--- src/rtl/rc5_pkg.sv ---
package rc5_pkg;
  localparam int RC5_ADDR_W  = 5;
  localparam int RC5_CMD_W   = 7;
  // samples taken after the first start bit: ST2, toggle, 5 address, 6 command
  localparam int RC5_SAMPLES = 13;

  typedef enum logic [1:0] {
    ST_IDLE,
    ST_SAMPLE,
    ST_EDGE
  } rc5_state_e;

  // control -> datapath strobes
  typedef struct packed {
    logic start;   // first falling edge: restart timer, load nominal period
    logic shift;   // capture the line into the frame register
    logic resync;  // mid-bit edge: load measured period, restart timer
    logic finish;  // frame complete: commit if toggle is new
  } rc5_ctl_t;

  // datapath -> control status
  typedef struct packed {
    logic fallSeen;
    logic edgeSeen;
    logic samplePoint;
    logic overLimit;
    logic lastBit;
  } rc5_stat_t;
endpackage

--- src/rtl/rc5_ctl.sv ---
module rc5_ctl
  import rc5_pkg::*;
(
  input  logic      clk,
  input  logic      rst,
  input  rc5_stat_t statBus,
  output rc5_ctl_t  ctlBus
);

  rc5_state_e state, nextState;

  always_ff @(posedge clk) begin
    if (rst) state <= ST_IDLE;
    else     state <= nextState;
  end

  always_comb begin
    nextState = state;
    ctlBus    = '0;
    unique case (state)
      ST_IDLE: begin
        if (statBus.fallSeen) begin
          ctlBus.start = 1'b1;
          nextState    = ST_SAMPLE;
        end
      end
      ST_SAMPLE: begin
        if (statBus.samplePoint) begin
          if (statBus.lastBit) begin
            ctlBus.finish = 1'b1;
            nextState     = ST_IDLE;
          end else begin
            ctlBus.shift = 1'b1;
            nextState    = ST_EDGE;
          end
        end
      end
      ST_EDGE: begin
        // the limit is checked before the edge: a tie drops the frame
        if (statBus.overLimit) begin
          nextState = ST_IDLE;
        end else if (statBus.edgeSeen) begin
          ctlBus.resync = 1'b1;
          nextState     = ST_SAMPLE;
        end
      end
      default: nextState = ST_IDLE;
    endcase
  end

endmodule

--- src/rtl/rc5_dp.sv ---
module rc5_dp
  import rc5_pkg::*;
#(
  parameter int TICK_DIV    = 250,
  parameter int NOM_TICKS   = 889,
  parameter int CNT_W       = 11,
  parameter int SYNC_STAGES = 2
) (
  input  logic                  clk,
  input  logic                  rst,
  input  logic                  irIn,
  input  rc5_ctl_t              ctlBus,
  output rc5_stat_t             statBus,
  output logic [RC5_ADDR_W-1:0] addrOut,
  output logic [RC5_CMD_W-1:0]  cmdOut,
  output logic                  toggleOut,
  output logic                  keyValid
);

  localparam int EXT_W   = CNT_W + 2;
  localparam int BC_W    = $clog2(RC5_SAMPLES + 1);
  localparam int ST2_POS = RC5_SAMPLES - 1;
  localparam int TOG_POS = RC5_SAMPLES - 2;
  localparam int ADR_LO  = RC5_CMD_W - 1;
  localparam logic [CNT_W-1:0] TMAX = '1;

  // input synchronizer plus one history stage for edge detection
  logic [SYNC_STAGES:0] syncQ;
  logic lineNow, linePrev;

  always_ff @(posedge clk) begin
    if (rst) syncQ <= '1;
    else     syncQ <= {syncQ[SYNC_STAGES-1:0], irIn};
  end

  assign lineNow  = syncQ[SYNC_STAGES-1];
  assign linePrev = syncQ[SYNC_STAGES];

  // tick prescaler
  logic tick;
  logic clrTimer;
  assign clrTimer = ctlBus.start | ctlBus.resync;

  generate
    if (TICK_DIV <= 1) begin : g_nodiv
      assign tick = 1'b1;
    end else begin : g_div
      localparam int DIV_W = $clog2(TICK_DIV);
      logic [DIV_W-1:0] preCnt;
      always_ff @(posedge clk) begin
        if (rst || clrTimer)                      preCnt <= '0;
        else if (preCnt == DIV_W'(TICK_DIV - 1))  preCnt <= '0;
        else                                      preCnt <= preCnt + 1'b1;
      end
      assign tick = (preCnt == DIV_W'(TICK_DIV - 1));
    end
  endgenerate

  // saturating timer and period estimate
  logic [CNT_W-1:0] timer, period;

  always_ff @(posedge clk) begin
    if (rst || clrTimer)               timer <= '0;
    else if (tick && timer != TMAX)    timer <= timer + 1'b1;
  end

  always_ff @(posedge clk) begin
    if (rst || ctlBus.start) period <= CNT_W'(NOM_TICKS);
    else if (ctlBus.resync)  period <= timer;
  end

  logic [EXT_W-1:0] timerExt, threeQ, sevenQ;
  assign timerExt = EXT_W'(timer);
  assign threeQ   = EXT_W'(period >> 1) + EXT_W'(period >> 2);
  assign sevenQ   = EXT_W'(period) + threeQ;

  // sample counter and frame register
  logic [BC_W-1:0]        bitCnt;
  logic [RC5_SAMPLES-1:0] frameSh;

  always_ff @(posedge clk) begin
    if (rst || ctlBus.start) bitCnt <= '0;
    else if (ctlBus.shift)   bitCnt <= bitCnt + 1'b1;
  end

  always_ff @(posedge clk) begin
    if (rst)               frameSh <= '0;
    else if (ctlBus.shift) frameSh <= {frameSh[RC5_SAMPLES-2:0], lineNow};
  end

  // status back to control
  assign statBus.fallSeen    = linePrev & ~lineNow;
  assign statBus.edgeSeen    = linePrev ^ lineNow;
  assign statBus.samplePoint = (timerExt >= threeQ);
  assign statBus.overLimit   = (timerExt >= sevenQ) || (timer == TMAX);
  assign statBus.lastBit     = (bitCnt == BC_W'(RC5_SAMPLES));

  // commit only frames whose toggle differs from the stored one
  always_ff @(posedge clk) begin
    if (rst) begin
      addrOut   <= '0;
      cmdOut    <= '0;
      toggleOut <= 1'b0;
      keyValid  <= 1'b0;
    end else begin
      keyValid <= 1'b0;
      if (ctlBus.finish && (frameSh[TOG_POS] != toggleOut)) begin
        toggleOut <= frameSh[TOG_POS];
        addrOut   <= frameSh[TOG_POS-1 -: RC5_ADDR_W];
        cmdOut    <= {~frameSh[ST2_POS], frameSh[ADR_LO-1:0]};
        keyValid  <= 1'b1;
      end
    end
  end

endmodule

--- src/rtl/rc5_rx.sv ---
module rc5_rx
  import rc5_pkg::*;
#(
  parameter int TICK_DIV  = 250,
  parameter int NOM_TICKS = 889,
  parameter int CNT_W     = 11
) (
  input  logic       clk,
  input  logic       rst,
  input  logic       irIn,
  output logic [4:0] addrOut,
  output logic [6:0] cmdOut,
  output logic       toggleOut,
  output logic       keyValid
);

  rc5_ctl_t  ctlBus;
  rc5_stat_t statBus;

  rc5_ctl u_ctl (
    .clk     (clk),
    .rst     (rst),
    .statBus (statBus),
    .ctlBus  (ctlBus)
  );

  rc5_dp #(
    .TICK_DIV    (TICK_DIV),
    .NOM_TICKS   (NOM_TICKS),
    .CNT_W       (CNT_W),
    .SYNC_STAGES (2)
  ) u_dp (
    .clk       (clk),
    .rst       (rst),
    .irIn      (irIn),
    .ctlBus    (ctlBus),
    .statBus   (statBus),
    .addrOut   (addrOut),
    .cmdOut    (cmdOut),
    .toggleOut (toggleOut),
    .keyValid  (keyValid)
  );

endmodule

--- config.mk ---
export PLATFORM = sky130hd
export DESIGN_NAME = rc5_rx
export DESIGN_NICKNAME = d
export VERILOG_FILES = /design/src/rtl/rc5_pkg.sv /design/src/rtl/rc5_ctl.sv /design/src/rtl/rc5_dp.sv /design/src/rtl/rc5_rx.sv
export SDC_FILE = /design/constraint.sdc
export NUM_CORES = 1
export LEC_CHECK = 0
export ABC_AREA = 0
export BUFFER_PORTS_ARGS = -buffer_cell sky130_fd_sc_hd__buf_2
export CAP_MARGIN = 20
export CORE_MARGIN = 3
export CORE_UTILIZATION = 67
export DETAILED_ROUTE_END_ITERATION = 16
export PLACE_DENSITY = 0.95
export SETUP_SLACK_MARGIN = 0.02
export SLEW_MARGIN = 30
export SYNTH_ARGS = -nofsm -noshare
export SYNTH_HDL_FRONTEND = slang
export SYNTH_SLANG_ARGS = --single-unit
--- constraint.sdc ---
create_clock -name clk -period 8.8 [get_ports clk]
set_clock_uncertainty 0.2 [all_clocks]
set_input_delay 0.44 -clock clk [delete_from_list [all_inputs] [get_ports clk]]
set_output_delay 0.44 -clock clk [all_outputs]
set_load 0.005 [all_outputs]
==> impl_results.md <==
- Status: complete, no violations
- Setup CP Type: flop to flop
- Final setup violation count: 0
- Worst hold-check path type: input port to flop
- Critical Path AT: 5.65 ns
- Fmax: 0.179 GHz
- Critical path capture point type: flop
- Reg-to-reg endpoint: u_dp.period[10]
- I/O Pins: 17
- Internal Pwr Total: 0.442 mW
- Logic gate share of total power: 2.7%
- # fillers: 413
- Grt ovf: 0
- Wire length per cell: 16.0 um
- Starting Density: 70.3%
- Register bit total from synthesis: 66
- Vias: 3406
- Dpl hpwl: 6550 um
- GRT Total Usage: 26.1%
- CTS Hold Bufs: 0
- Reg power frac: 52.7%
- Critical Path Fanout Max: 23
- Fin worst setup slack: 3.22 ns
- Util after Layout: 75.3%
- Port bufs: 16
- First-pass GRT wire length: 15500 um
- Sw Share: 23.0%
- Syn_nets: 521
- Pwr dens: 127 nW/um^2
- Setup TNS: 0 ns
- Final hold violation count: 0
- Tot Pwr: 0.574 mW
- Setup Buffers After CTS: 0
- Die area: 7270 sq um
- Clk sinks: 66
- Yosys cell types: 55
- CTS tree: done
- Top_reg_cell synth: dfxtp_1
- Crit start category: flop
- Cell Area, Synth: 4210 sq um
- Peak VDD IR: 0.000126 V
- Clk pin slew, worst setup/hold paths: 0.07 ns
- Die Y: 85.3 um
- DIE WIDTH: 85.3 um
- Register area share after synthesis: 31.4%
- Lkg Pwr: 1.91 nW
- Vias in the first global route: 3467
- Final Cycle Share: 63.4%
- Rows: 28
- Psw: 0.132 mW
- Flop-to-flop setup slack: 3.22 ns
- Max_slew headroom: 39.4%
- Syn Area/Cell: 9.02 sq um
- Root Buffer: clkbuf_8
- Place WS: 3.25 ns
- Final slew viol count: 0
- Fin nets: 532
- Clock network fraction of total power: 44.6%
- Max Cap Viol: 0
- Initial antenna violation count: 0
- Routed vias/inst: 6.11
- Min Hold Slack: 0.0968 ns
- DRC: 0
- Worst-Skew Late Latency: 0.35 ns
- R2R depth: 21
- Longest Clk Path Bufs: 2
- Slew @ Worst Pin: 0.909 ns
- Share of cells above drive strength 1: 13.1%
- Placer Congestion: 0.845
- Core Region: 5990 sq um
- Min Clock Period, post-route: 5.58 ns
- TritonCTS buffer count: 9
- Number of synthesis warnings: 0
- RSZ-0062 raised after global routing: no
- 1st-pass router iterations: 4
- Antenna fix cells: 0
- Area Growth Syn to Fin: 7.04%
- Post-cts sizing count: 0
- Worst hold start: irIn
- Starting DRT DRC Count: 142
- H-tree Lvls: 3
- Worst hold stages: 2
- Cells after synthesis: 467
- Antenna Nets Post-Route: 0
- Worst Path Required: 8.87 ns
- Largest net degree at the start of global routing: 35
- Post-synthesis async set-or-reset flop share: 0%
- Critical R2R Launch: u_dp.period[2]
- EDFF count, synth: 0
- Total wire length: 8900 um
- Hold Path End: u_dp.syncQ[0]
## worst max-delay path by stage
stage | from | end | depth (start not counted)
global placement | u_dp.period[2] | u_dp.period[0] | 21
finish | u_dp.period[2] | u_dp.period[10] | 21
detailed placement | u_dp.period[2] | u_dp.period[10] | 21
global route | u_dp.period[2] | u_dp.period[10] | 21
floorplan | u_dp.period[2] | u_dp.timer[10] | 21
CTS | u_dp.period[2] | u_dp.period[10] | 21
## placed cells by master (no fill, tap or decap), drive strengths merged, types with 3 or more instances in the layout
| cell type | n |
|---|---|
| or3 | 5 |
| nand2 | 26 |
| o31a | 3 |
| and3 | 5 |
| nor2b | 4 |
| a21oi | 17 |
| nand4 | 9 |
| nor2 | 63 |
| buf | 17 |
| or2 | 6 |
| nand3b | 3 |
| inv | 20 |
| dfxtp | 66 |
| a21o | 8 |
| mux2i | 35 |
| a211oi | 5 |
| clkbuf | 11 |
| nor3 | 32 |
| xnor2 | 17 |
| ha | 49 |
| o21ai | 15 |
| nand3 | 12 |
| xor2 | 18 |
| nand2b | 4 |
| clkinvlp | 3 |
## cells in the mapped netlist (all sizes together) (5+ instances only)
cell type,instances,area (sq um)
o21ai,15,75.1
a21oi,17,85.1
and3,5,31.3
mux2i,35,350
xnor2,17,149
nand3,12,60.1
nor2,63,239
inv,20,75.1
or2,6,37.5
nand4,9,56.3
or3,5,31.3
buf,8,60.1
ha,49,613
xor2,18,158
nand2,26,97.6
clkbuf,9,35.0
dfxtp,66,1320
nor3,32,265
a21o,8,60.1
a211oi,5,37.5
## worst max-delay path, cell delays in order, from the launching register on
cell and delay, ns:
dfxtp_1 0.40, ha_1 0.19, inv_1 0.06, fa_1 0.40, nor2b_1 0.12, o21ai_0 0.10
a21boi_0 0.25, o21ai_0 0.16, nand2b_1 0.16, xor2_1 0.10, ha_1 0.23, or3_1 0.40
o31ai_1 0.42, xor2_1 0.21, ha_1 0.26, nand4_1 0.08, nor2_1 0.06, o31a_1 0.12
o31a_1 0.29, o31ai_4 0.59, buf_4 0.46, mux2i_1 0.26
## state kept, by name (all words and copies together), names as in the netlist
| name | count |
|---|---|
| u_dp.syncQ | 3 |
| u_dp.frameSh | 13 |
| u_dp.period | 11 |
| u_dp.cmdOut | 7 |
| u_ctl.state | 2 |
| u_dp.bitCnt | 4 |
| u_dp.g_div.preCnt | 8 |
| u_dp.timer | 11 |
| u_dp.toggleOut | 1 |
| u_dp.keyValid | 1 |
| u_dp.addrOut | 5 |
## per-stage QoR
step | cell area [sq um] | std cells
final | 4510 | 557
after floorplan | 4210 | 467
after global routing | 4510 | 557
after CTS | 4510 | 557
after global placement | 4310 | 542
after detailed placement | 4310 | 542
## power groups by stage
stage | logic, mW | registers (mW) | clock network (mW)
2_1_floorplan | 0.0125 | 0.309 | 0
3_3_place_gp | 0.0146 | 0.309 | 0
3_5_place_dp | 0.0150 | 0.309 | 0
4_1_cts | 0.0152 | 0.302 | 0.258
5_1_grt | 0.0173 | 0.303 | 0.274
6_report | 0.0154 | 0.302 | 0.256
## routing by layer
layer	global-route usage (%)	routed length [um]	up-vias
li1	-	-	1664
met1	30.9	3700	1613
met2	46.3	4610	98
met3	4.95	396	31
met4	10.4	204	0
met5	0	0	-
## final cells by class
class                           count  area, sq um  share of cell area, %
Timing Repair Buffer               17         87.6                   1.94
Clock inverter                      4         52.6                   1.17
Inverter                           20         75.1                   1.67
Multi-Input combinational cell    364         2740                   60.7
Tap cell                           75         93.8                   2.08
Clock buffer                       11          141                   3.14
Sequential cell                    66         1320                   29.3
## cells by family after synthesis
kind of cell / share of synthesized area, %
multiplexers: 8.32
buffers and inverters: 4.04
flip-flops: 31.4
adder cells (fa/ha/maj): 15.5
XOR/XNOR: 7.28
AND/OR/NAND/NOR: 22.8
AO/OA/AOI/OAI: 10.7
No activity file was read; power rests on OpenSTA's default activity.
